## src/rtl/ringModeCtrl_pkg.sv

```systemverilog
package ringModeCtrl_pkg;
  localparam int BIT_EN   = 0;
  localparam int BIT_ACT  = 1;
  localparam int BIT_MST  = 2;
  localparam int BIT_SDLY = 3;
  localparam int BIT_PKT  = 4;
  localparam int BIT_LOCK = 5;
  localparam int BIT_WAKE = 6;

  typedef struct packed {
    logic wrCtrl;  // load plain mode bits
    logic wrBnd;   // load boundary field
    logic setEn;   // set enable
    logic clrEn;   // clear enable
    logic wake;    // wake-up preamble request
  } ctrlStrobe_t;
endpackage

```

## src/rtl/ringModeCtrlDecode.sv

```systemverilog
module ringModeCtrlDecode
  import ringModeCtrl_pkg::*;
#(
  parameter int ADDR_W    = 4,
  parameter int CTRL_ADDR = 0,
  parameter int NUM_DMA   = 4
) (
  input  logic               clk,
  input  logic               rstN,
  input  logic               wrEn,
  input  logic [ADDR_W-1:0]  addr,
  input  logic               wantEn,
  input  logic               wakeBit,
  input  logic               curEn,
  input  logic               curMst,
  input  logic [NUM_DMA-1:0] dmaChanEn,
  input  logic [NUM_DMA-1:0] dmaBusy,
  input  logic [NUM_DMA-1:0] dmaPendEn,
  output ctrlStrobe_t        strb
);
  localparam logic [ADDR_W-1:0] CTRL_A = ADDR_W'(CTRL_ADDR);

  logic [NUM_DMA-1:0] chanIdle;
  logic dmaIdle;
  logic hit;
  logic pending;

  for (genvar i = 0; i < NUM_DMA; i++) begin : g_idle
    assign chanIdle[i] = ~dmaChanEn[i] & ~dmaBusy[i] & ~dmaPendEn[i];
  end
  assign dmaIdle = &chanIdle;

  assign hit = wrEn && (addr == CTRL_A);

  always_comb begin
    strb        = '0;
    strb.wrCtrl = hit;
    strb.wrBnd  = hit && curMst;
    strb.setEn  = hit && wantEn;
    strb.clrEn  = dmaIdle && ((hit && !wantEn) || (pending && !hit));
    strb.wake   = hit && wakeBit && curMst;
  end

  always_ff @(posedge clk) begin
    if (!rstN) begin
      pending <= 1'b0;
    end else if (hit) begin
      pending <= !wantEn && curEn && !dmaIdle;
    end else if (pending && dmaIdle) begin
      pending <= 1'b0;
    end
  end

  AST_EN_HOLD_BUSY: assert property (@(posedge clk) disable iff (!rstN)
    (curEn && !dmaIdle) |=> curEn);
  AST_PEND_DONE: assert property (@(posedge clk) disable iff (!rstN)
    (pending && dmaIdle && !hit) |=> !curEn);
  AST_WRITE_WINS: assert property (@(posedge clk) disable iff (!rstN)
    (hit && wantEn) |=> curEn);
endmodule

```

## src/rtl/ringModeCtrlRegs.sv

```systemverilog
module ringModeCtrlRegs
  import ringModeCtrl_pkg::*;
#(
  parameter int ADDR_W    = 4,
  parameter int DATA_W    = 16,
  parameter int CTRL_ADDR = 0,
  parameter int BND_W     = 8,
  parameter int BND_LSB   = 8
) (
  input  logic              clk,
  input  logic              rstN,
  input  ctrlStrobe_t       strb,
  input  logic [DATA_W-1:0] wrData,
  input  logic [ADDR_W-1:0] addr,
  input  logic              pktRxValid,
  output logic [DATA_W-1:0] rdData,
  output logic              curEn,
  output logic              curMst,
  output logic              txClkLocal,
  output logic              bypassRxToTx,
  output logic              txActive,
  output logic              frameDelay2,
  output logic              pktBufWr,
  output logic              lockSel,
  output logic [BND_W-1:0]  bndOut
);
  localparam int BND_MSB = BND_LSB + BND_W - 1;
  localparam logic [ADDR_W-1:0] CTRL_A = ADDR_W'(CTRL_ADDR);

  logic enQ, actQ, mstQ, sdlyQ, pktQ, lockQ;
  logic [BND_W-1:0] bndQ;

  always_ff @(posedge clk) begin
    if (!rstN) begin
      enQ   <= 1'b0;
      actQ  <= 1'b0;
      mstQ  <= 1'b0;
      sdlyQ <= 1'b0;
      pktQ  <= 1'b0;
      lockQ <= 1'b0;
      bndQ  <= '0;
    end else begin
      if (strb.setEn) enQ <= 1'b1;
      else if (strb.clrEn) enQ <= 1'b0;
      if (strb.wrCtrl) begin
        actQ  <= wrData[BIT_ACT];
        mstQ  <= wrData[BIT_MST];
        sdlyQ <= wrData[BIT_SDLY];
        pktQ  <= wrData[BIT_PKT];
        lockQ <= wrData[BIT_LOCK];
      end
      if (strb.wrBnd) bndQ <= wrData[BND_MSB:BND_LSB];
    end
  end

  always_comb begin
    rdData = '0;
    if (addr == CTRL_A) begin
      rdData[BIT_EN]           = enQ;
      rdData[BIT_ACT]          = actQ;
      rdData[BIT_MST]          = mstQ;
      rdData[BIT_SDLY]         = sdlyQ;
      rdData[BIT_PKT]          = pktQ;
      rdData[BIT_LOCK]         = lockQ;
      rdData[BND_MSB:BND_LSB]  = bndQ;
    end
  end

  assign curEn        = enQ;
  assign curMst       = mstQ;
  assign txClkLocal   = mstQ;
  assign txActive     = enQ && actQ;
  assign bypassRxToTx = !(enQ && actQ);
  assign frameDelay2  = sdlyQ && enQ && actQ;
  assign pktBufWr     = pktRxValid && pktQ;
  assign lockSel      = lockQ;
  assign bndOut       = bndQ;

  AST_BND_SLAVE_HOLD: assert property (@(posedge clk) disable iff (!rstN)
    !mstQ |=> $stable(bndQ));
  AST_WAKE_MASTER: assert property (@(posedge clk) disable iff (!rstN)
    strb.wake |-> mstQ);
endmodule

```

## src/rtl/ringModeCtrl.sv

```systemverilog
module ringModeCtrl
  import ringModeCtrl_pkg::*;
#(
  parameter int ADDR_W    = 4,
  parameter int DATA_W    = 16,
  parameter int CTRL_ADDR = 0,
  parameter int BND_W     = 8,
  parameter int BND_LSB   = 8,
  parameter int NUM_DMA   = 4
) (
  input  logic               clk,
  input  logic               rstN,
  input  logic               wrEn,
  input  logic [ADDR_W-1:0]  addr,
  input  logic [DATA_W-1:0]  wrData,
  output logic [DATA_W-1:0]  rdData,
  input  logic [NUM_DMA-1:0] dmaChanEn,
  input  logic [NUM_DMA-1:0] dmaBusy,
  input  logic [NUM_DMA-1:0] dmaPendEn,
  input  logic               pktRxValid,
  output logic               pktBufWr,
  output logic               txClkLocal,
  output logic               bypassRxToTx,
  output logic               txActive,
  output logic               frameDelay2,
  output logic               wakeReq,
  output logic               lockSel,
  output logic [BND_W-1:0]   bndOut
);
  ctrlStrobe_t strb;
  logic curEn, curMst;

  ringModeCtrlDecode #(
    .ADDR_W(ADDR_W), .CTRL_ADDR(CTRL_ADDR), .NUM_DMA(NUM_DMA)
  ) u_decode (
    .clk(clk), .rstN(rstN), .wrEn(wrEn), .addr(addr),
    .wantEn(wrData[BIT_EN]), .wakeBit(wrData[BIT_WAKE]),
    .curEn(curEn), .curMst(curMst),
    .dmaChanEn(dmaChanEn), .dmaBusy(dmaBusy), .dmaPendEn(dmaPendEn),
    .strb(strb)
  );

  ringModeCtrlRegs #(
    .ADDR_W(ADDR_W), .DATA_W(DATA_W), .CTRL_ADDR(CTRL_ADDR),
    .BND_W(BND_W), .BND_LSB(BND_LSB)
  ) u_regs (
    .clk(clk), .rstN(rstN), .strb(strb), .wrData(wrData), .addr(addr),
    .pktRxValid(pktRxValid), .rdData(rdData), .curEn(curEn), .curMst(curMst),
    .txClkLocal(txClkLocal), .bypassRxToTx(bypassRxToTx), .txActive(txActive),
    .frameDelay2(frameDelay2), .pktBufWr(pktBufWr), .lockSel(lockSel),
    .bndOut(bndOut)
  );

  assign wakeReq = strb.wake;
endmodule

```

## config.mk

```make
export PLATFORM = sky130hd
export DESIGN_NAME = ringModeCtrl
export DESIGN_NICKNAME = d
export VERILOG_FILES = /design/src/rtl/ringModeCtrl_pkg.sv /design/src/rtl/ringModeCtrlDecode.sv /design/src/rtl/ringModeCtrlRegs.sv /design/src/rtl/ringModeCtrl.sv
export SDC_FILE = /design/constraint.sdc
export NUM_CORES = 1
export LEC_CHECK = 0
export BUFFER_PORTS_ARGS = -buffer_cell sky130_fd_sc_hd__buf_4
export CORE_UTILIZATION = 30
export CTS_BUF_LIST = sky130_fd_sc_hd__clkbuf_8
export DETAILED_ROUTE_END_ITERATION = 7
export SKIP_CTS_REPAIR_TIMING = 1
export SLEW_MARGIN = 5
export SYNTH_ARGS = -nofsm -noshare
export SYNTH_HDL_FRONTEND = slang
export SYNTH_SLANG_ARGS = --single-unit
```

## constraint.sdc

```tcl
create_clock -name clk -period 1.7 [get_ports clk]
set_input_delay 0.34 -clock clk [delete_from_list [all_inputs] [get_ports clk]]
set_output_delay 0.34 -clock clk [all_outputs]
set_load 0.02 [all_outputs]
```

==> results of run 1 <==
-- stage by stage --
stage	total power [mW]	hold slack, ps
4_1_cts	0.764	351
6_report	0.757	351
5_1_grt	0.789	357
3_5_place_dp	0.480	464
3_3_place_gp	0.478	452
2_1_floorplan	0.411	448
-- tightest hold or removal path, delay by kind of cell --
kind                   cells  cell delay [ps]
buffers and inverters      1              110
and+or+nand+nor            1               50
muxes                      1               50
-- power by group --
group          switching, mW  total [mW]  internal, mW
clock network          0.121       0.281         0.160
registers            0.00516       0.361         0.356
logic                 0.0469       0.115        0.0682
-- registers in the layout, summed over array words and instances (netlist names) --
name	count
u_regs.lockSel	1
u_regs.curMst	1
u_regs.sdlyQ	1
u_regs.actQ	1
u_decode.pending	1
u_regs.bndOut	8
u_regs.pktQ	1
u_regs.curEn	1
-- layer usage --
| metal | routed length (um) | vias to the layer above |
|---|---|---|
| li1 | - | 462 |
| met1 | 919 | 407 |
| met2 | 1170 | 46 |
| met3 | 187 | 4 |
| met4 | 35 | 0 |
| met5 | 0 | - |
-- cells by family after synthesis --
group / count (synthesis) / synth area share
other: 1 / 0.00458
DFF: 15 / 0.367
and+or+nand+nor: 48 / 0.347
muxes: 8 / 0.0979
AOI/OAI and AO/OA: 16 / 0.112
buffers and inverters: 11 / 0.0719
-- final timing paths --
path	startpoint	end	slack [ps]	cells past startpoint
max reg2reg	u_regs.curMst$_SDFFE_PN0P_	u_regs.bndOut[5]$_SDFFE_PN0P_	660	3
max	addr[0]	wakeReq	30	6
min reg2reg	u_decode.pending$_SDFFE_PN0P_	u_decode.pending$_SDFFE_PN0P_	470	2
min	wrData[11]	u_regs.bndOut[3]$_SDFFE_PN0P_	350	3
-- layout by cell type, fill, tap and decap left out --
cell type / Yosys / routed
buf_6: 1 / 3
or4_1: 1 / 1
a31oi_1: 1 / 1
buf_4: 2 / 65
o31ai_1: 1 / 1
and3_1: 2 / 1
inv_1: 3 / 4
a21oi_1: 6 / 6
and3_4: 0 / 1
nor4_4: 1 / 1
o31ai_2: 1 / 1
clkbuf_8: 0 / 3
o21ai_1: 1 / 1
nor2b_1: 1 / 1
conb_1: 1 / 2
and2_1: 16 / 16
dfxtp_1: 15 / 15
o21ai_0: 6 / 6
nand3_1: 6 / 6
nand2_1: 17 / 17
nand4b_1: 1 / 1
or4_4: 3 / 3
mux2i_1: 8 / 8
-- area by class of cell --
type | count | area [sq um]
fill | 257 | 1140
timing repair buffer | 68 | 522
multi-input combinational | 74 | 468
sequential | 15 | 300
clock buffer | 3 | 41.3
tap | 30 | 37.5
inverter | 3 | 11.3
clock inverter | 1 | 3.75
==> results.toml, run 1 <==
[sta]
setup_viol = 0
fin_setup_tns_ps = 0
min_period_ps = 1670
finClkSkew_ps = 2.38
finalHoldViolations = 0
slew_violations = 0
fmax_mhz = 599
layout_worst_path_cycle_share = 0.982
fin_ws_ps = 31.1

[worst_setup_path]
start_kind = "primary input"
critPathTopFamily = "simple AND/OR/NAND/NOR gates"
max_stage_delay_ps = 250
required_ps = 1360
worst-path-buf-inv = 3
path_class = "in -> out"
end_kind = "output port"
cp.arrival_ps = 1330
crit_path_top_delay_cell = "nor4_4"
worstPathCellList = "buf_4, nor4_4, buf_4, and3_4, and2_1, buf_6"
path_max_fanout = 4
cp_common_cell = "buf_4"

[clock_tree]
clock_sinks = 15
insertion_delay_ps = 240
cts.path.max_buffers = 2
path_clk_slew_ps = 60
cts_buffers = 3
clockRootBuffer = "clkbuf_8"
h-tree-depth = 1
cts_tree = "yes"

[grt]
grt_max_degree = 22
use_met3 = 0.0389
antenna_found_initial = 0
grt_usage = 0.151
busiest_layer = "met2"
met1_usage = 0.164
grt_overflow = 0
grt_pass1_vias = 744
grt_pass1_wl_um = 3080
use_met2 = 0.264

[finish]
drive_gt1_frac = 0.470
area_delta_synth_final_pct = 69.1
final-instance-count-excl-fill = 194
final_core_util = 0.549
num-nets-final = 201
design_area_sq_um = 1380
antenna_cells = 0

[synthesis]
synthFlopType = "dfxtp_1"
ys_types = 24
yosysTopAreaCellShare = 0.367
seq_area_frac_synth = 0.367
synth_area_sq_um = 818
async_flop_share = 0
yosys.area.top_type = "dfxtp_1"
ys_warn_count = 0
synthCells = 99
synth.area.top_cells = "dfxtp_1 37%, and2_1 12%, mux2i_1 9.8%"
synth-edff-count = 0
yosys_register_bits = 15
syn_area_per_cell_sq_um = 8.27
yosysMostFrequentCell = "nand2_1"
synthTopCellsByCount = "17 x nand2_1, 16 x and2_1, 15 x dfxtp_1, 8 x mux2i_1"

[placed_design]
hpwl_um = 1710
place_area_sq_um = 1300
place_inst = 187
place.gp.congestion = 0.679
io_buffers = 63
place_ws_ps = 20.7

[drt]
via_per_inst = 4.74
wl_per_cell_um = 11.9
vias = 919
totalWireLength_um = 2310
drt_iter0_markers = 7
drtAntennaViolNets = 0
drc = 0
first_pass_iters = 4

[floorplan]
die_w_um = 54.2
start_util = 0.324
die_y_um = 54.2
rows = 18
die_area_sq_um = 2940
io_pins = 67
core_sq_um = 2520

[job]
cap_violations = 0

[pwr]
p_leak_nw = 0.651
max-vdd-ir-drop_mv = 0.260
power.density_nw_per_um2 = 547

[status]
outcome = "complete, no violations"

[worst_hold_path]
hold_path.class = "in -> reg"
Power figures use the tool's default switching activity.
==> run 2, diff against run 1 <==
--- a/config.mk
+++ b/config.mk
@@ -9,6 +9,7 @@
 export CORE_UTILIZATION = 30
 export CTS_BUF_LIST = sky130_fd_sc_hd__clkbuf_8
 export DETAILED_ROUTE_END_ITERATION = 7
+export SETUP_SLACK_MARGIN = 0.3
 export SKIP_CTS_REPAIR_TIMING = 1
 export SLEW_MARGIN = 5
 export SYNTH_ARGS = -nofsm -noshare
==> results.toml, run 2 (synthesis gave the netlist of run 1 again) <==
[drt]
first_pass_iters = 4
drt_iter0_markers = 4
totalWireLength_um = 2180
via_per_inst = 4.60
wl_per_cell_um = 11.1
drc = 0
vias = 901
drtAntennaViolNets = 0

[worst_setup_path]
r2r-start = "u_regs.curMst$_SDFFE_PN0P_"
path_class = "in -> out"
worstPathCellList = "buf_6, nor4_4, buf_4, and2_2, buf_4"
critPathTopFamily = "simple AND/OR/NAND/NOR gates"
ff2ff_path_depth = 3
r2r_slack_ps = 660
crit_path_top_delay_cell = "nor4_4"
required_ps = 1360
start_kind = "primary input"
worst-path-buf-inv = 3
path_max_fanout = 9
cp_common_cell = "buf_4"
cp.arrival_ps = 1310
r2r_end = "u_regs.bndOut[1]$_SDFFE_PN0P_"
end_kind = "output port"
max_stage_delay_ps = 370

[floorplan]
die_y_um = 54.2
rows = 18
core_sq_um = 2520
start_util = 0.324
die_w_um = 54.2
die_area_sq_um = 2940
io_pins = 67

[finish]
fill_cells = 241
final_core_util = 0.579
layout_common_cells = "58 x buf_4, 17 x nand2_1, 15 x dfxtp_1"
area_delta_synth_final_pct = 78.4
num-nets-final = 203
antenna_cells = 0
drive_gt1_frac = 0.566
design_area_sq_um = 1460
final-instance-count-excl-fill = 196
final_common_cell = "buf_4"
largest_register_ff_count = 8

[sta]
layout_worst_path_cycle_share = 0.968
finalHoldViolations = 0
grt_setup_unrepaired = "yes"
setup_viol = 0
slew_violations = 0
fmax_mhz = 608
finClkSkew_ps = 2.42
min_period_ps = 1650
fin_setup_tns_ps = 0

[worst_hold_path]
hold_end = "u_regs.bndOut[7]$_SDFFE_PN0P_"
min_path_cells = 3
min_from = "wrData[15]"
hold_path.class = "in -> reg"

[grt]
grt_max_degree = 19
grt_pass1_wl_um = 3240
antenna_found_initial = 0
grt_usage = 0.149
grt_overflow = 0
grt_pass1_vias = 781

[placed_design]
place.gp.congestion = 0.782
io_buffers = 63
place_area_sq_um = 1340
place_inst = 189
hpwl_um = 1730

[clock_tree]
cts_tree = "yes"
clockRootBuffer = "clkbuf_8"
h-tree-depth = 1
insertion_delay_ps = 240
clock_sinks = 15
cts_buffers = 3
path_clk_slew_ps = 60
cts.path.max_buffers = 2

[pwr]
finalPower_uw = 753
p_leak_nw = 0.685
max-vdd-ir-drop_mv = 0.325
power.density_nw_per_um2 = 515

[job]
cap_violations = 0

[status]
outcome = "complete, no violations"
[run 2: cell types whose count changed in the layout (fill, tap and decap cells not counted), sizes merged]
cell  change
buf       +2
[run 2: per-stage QoR]
stage | hold slack [ps] | worst slack, ps
2_1_floorplan | 448 | 212
3_3_place_gp | 455 | -16.4
3_5_place_dp | 464 | -13.4
4_1_cts | 352 | -17.2
5_1_grt | 361 | 9.17
6_report | 353 | 53.9
[run 2: layout make-up]
| class | count | area, sq um | area share |
|---|---|---|---|
| timing repair buffer | 70 | 571 | 0.391 |
| multi-input combinational | 74 | 495 | 0.339 |
| sequential | 15 | 300 | 0.206 |
| clock buffer | 3 | 41.3 | 0.0283 |
| tap | 30 | 37.5 | 0.0257 |
| inverter | 3 | 11.3 | 0.00771 |
| clock inverter | 1 | 3.75 | 0.00257 |
[run 2: where the power goes]
part | switching [mW] | internal, mW | leakage (nW)
clock network | 0.115 | 0.159 | 0.0269
logic | 0.0468 | 0.0705 | 0.537
registers | 0.00535 | 0.356 | 0.121
total | 0.167 | 0.586 | 0.685
[run 2: worst max path at each step]
stage             from   endpoint  slack (ps)  cells after the start
2_1_floorplan  addr[3]    wakeReq         210                      4
3_3_place_gp   addr[3]    wakeReq         -20                      5
3_5_place_dp   addr[3]    wakeReq         -10                      5
4_1_cts        addr[3]    wakeReq         -20                      5
5_1_grt        addr[0]  rdData[5]           9                      5
6_report       addr[0]  rdData[4]          50                      5
[run 2: tightest hold or removal path, cell delays in order]
cell and delay [ps]:
buf_4 110, nand2_1 40, mux2i_1 50
[run 2: metal layers]
metal  vias up  GRT usage  routed length [um]
met1       383      0.193                 950
met2        49      0.230                1000
met4         0     0.0769                  21
li1        467          -                   -
met3         2     0.0333                 205
met5         -          0                   0
==> run 3, diff against run 2 <==
--- a/config.mk
+++ b/config.mk
@@ -6,9 +6,11 @@
 export NUM_CORES = 1
 export LEC_CHECK = 0
 export BUFFER_PORTS_ARGS = -buffer_cell sky130_fd_sc_hd__buf_4
-export CORE_UTILIZATION = 30
+export CORE_UTILIZATION = 39
 export CTS_BUF_LIST = sky130_fd_sc_hd__clkbuf_8
 export DETAILED_ROUTE_END_ITERATION = 7
+export GPL_ROUTABILITY_DRIVEN = 0
+export PLACE_DENSITY = 0.81
 export SETUP_SLACK_MARGIN = 0.3
 export SKIP_CTS_REPAIR_TIMING = 1
 export SLEW_MARGIN = 5
==> results.toml, run 3 (synthesis gave the netlist of run 1 again) <==
[sta]
finClkSkew_ps = 1.82
finalHoldViolations = 0
layout_worst_path_cycle_share = 0.911
setup_viol = 0
grt_setup_unrepaired = "yes"
fmax_mhz = 646
min_period_ps = 1550
slew_violations = 0
fin_setup_tns_ps = 0

[clock_tree]
clock_sinks = 15
clockRootBuffer = "clkbuf_8"
h-tree-depth = 1
cts.path.max_buffers = 2
path_clk_slew_ps = 60
cts_tree = "yes"
insertion_delay_ps = 230
cts_buffers = 3

[worst_setup_path]
cp_common_cell = "buf_6"
required_ps = 1360
start_kind = "primary input"
critPathTopFamily = "simple AND/OR/NAND/NOR gates"
worstPathCellList = "buf_6, nor4_4, buf_6, and2_2, buf_4"
end_kind = "output port"
max_stage_delay_ps = 300
worst-path-buf-inv = 3
path_max_fanout = 16
crit_path_top_delay_cell = "nor4_4"
path_class = "in -> out"
cp.arrival_ps = 1210

[drt]
first_pass_iters = 4
drtAntennaViolNets = 0
drt_iter0_markers = 11
vias = 902
wl_per_cell_um = 10.2
via_per_inst = 4.75
drc = 0
totalWireLength_um = 1940

[worst_hold_path]
hold_path.class = "in -> reg"

[finish]
antenna_cells = 0
area_delta_synth_final_pct = 70.6
final_core_util = 0.712
drive_gt1_frac = 0.558
fill_cells = 170
layout_common_cells = "63 x buf_4, 17 x nand2_1, 15 x dfxtp_1"
final_common_cell = "buf_4"
num-nets-final = 200
largest_register_ff_count = 8

[pwr]
power.density_nw_per_um2 = 530
max-vdd-ir-drop_mv = 0.406
p_leak_nw = 0.660

[floorplan]
core_sq_um = 1960
rows = 16
start_util = 0.417
die_area_sq_um = 2290
die_y_um = 47.8
io_pins = 67
die_w_um = 47.8

[grt]
grt_pass1_wl_um = 2800
grt_max_degree = 19
antenna_found_initial = 0
grt_overflow = 0
grt_pass1_vias = 709
grt_usage = 0.169

[placed_design]
io_buffers = 63
hpwl_um = 1580

[status]
outcome = "complete, no violations"

[job]
cap_violations = 0
[run 3: cell types whose count changed in the layout (fill, tap and decap cells not counted), sizes merged]
cell  before  now
buf       70   67
[run 3: worst register-to-register path, delay by kind of cell (launching register included)]
family | cells | cell delay, ps
buffers and inverters | 2 | 270
DFF | 1 | 370
muxes | 1 | 190
and+or+nand+nor | 1 | 200
[run 3: report_power, final]
group          switching, mW  internal (mW)  total [mW]
Combinational         0.0450         0.0679       0.113
Clock                  0.106          0.159       0.265
Sequential           0.00502          0.356       0.361
[run 3: path summary, 6_finish.rpt]
check,start,endpoint,slack (ps),cells past startpoint
worst max-delay path,addr[0],rdData[12],150,5
worst min-delay path,wrData[8],u_regs.bndOut[0]$_SDFFE_PN0P_,360,3
worst max register to register,u_regs.curMst$_SDFFE_PN0P_,u_regs.bndOut[6]$_SDFFE_PN0P_,600,4
worst min register to register,u_regs.bndOut[0]$_SDFFE_PN0P_,u_regs.bndOut[0]$_SDFFE_PN0P_,470,2
[run 3: area by class of cell]
| type | count | area (sq um) | share of cell area |
|---|---|---|---|
| Clock inverter | 1 | 3.75 | 0.00269 |
| Sequential cell | 15 | 300 | 0.215 |
| Clock buffer | 3 | 41.3 | 0.0296 |
| Timing Repair Buffer | 67 | 518 | 0.371 |
| Tap cell | 27 | 33.8 | 0.0242 |
| Inverter | 3 | 11.3 | 0.00806 |
| Multi-Input combinational cell | 74 | 488 | 0.349 |
[run 3: routing by layer]
metal / up-vias / global-route usage / part of all wire
met4: 0 / 0.0333 / 0
met3: 0 / 0.0264 / 0.10
met5: - / 0 / 0
li1: 460 / - / -
met1: 391 / 0.218 / 0.44
met2: 51 / 0.300 / 0.46
[run 3: stage by stage]
step	std cells	setup slack, ps	total power [mW]	hold slack (ps)	area [sq um]
after floorplan	100	212	0.411	448	842
after global placement	185	108	0.477	456	1320
after detailed placement	185	92.3	0.480	461	1320
after CTS	189	97.3	0.744	360	1370
after global routing	190	70.0	0.769	361	1400
final	190	151	0.740	358	1400
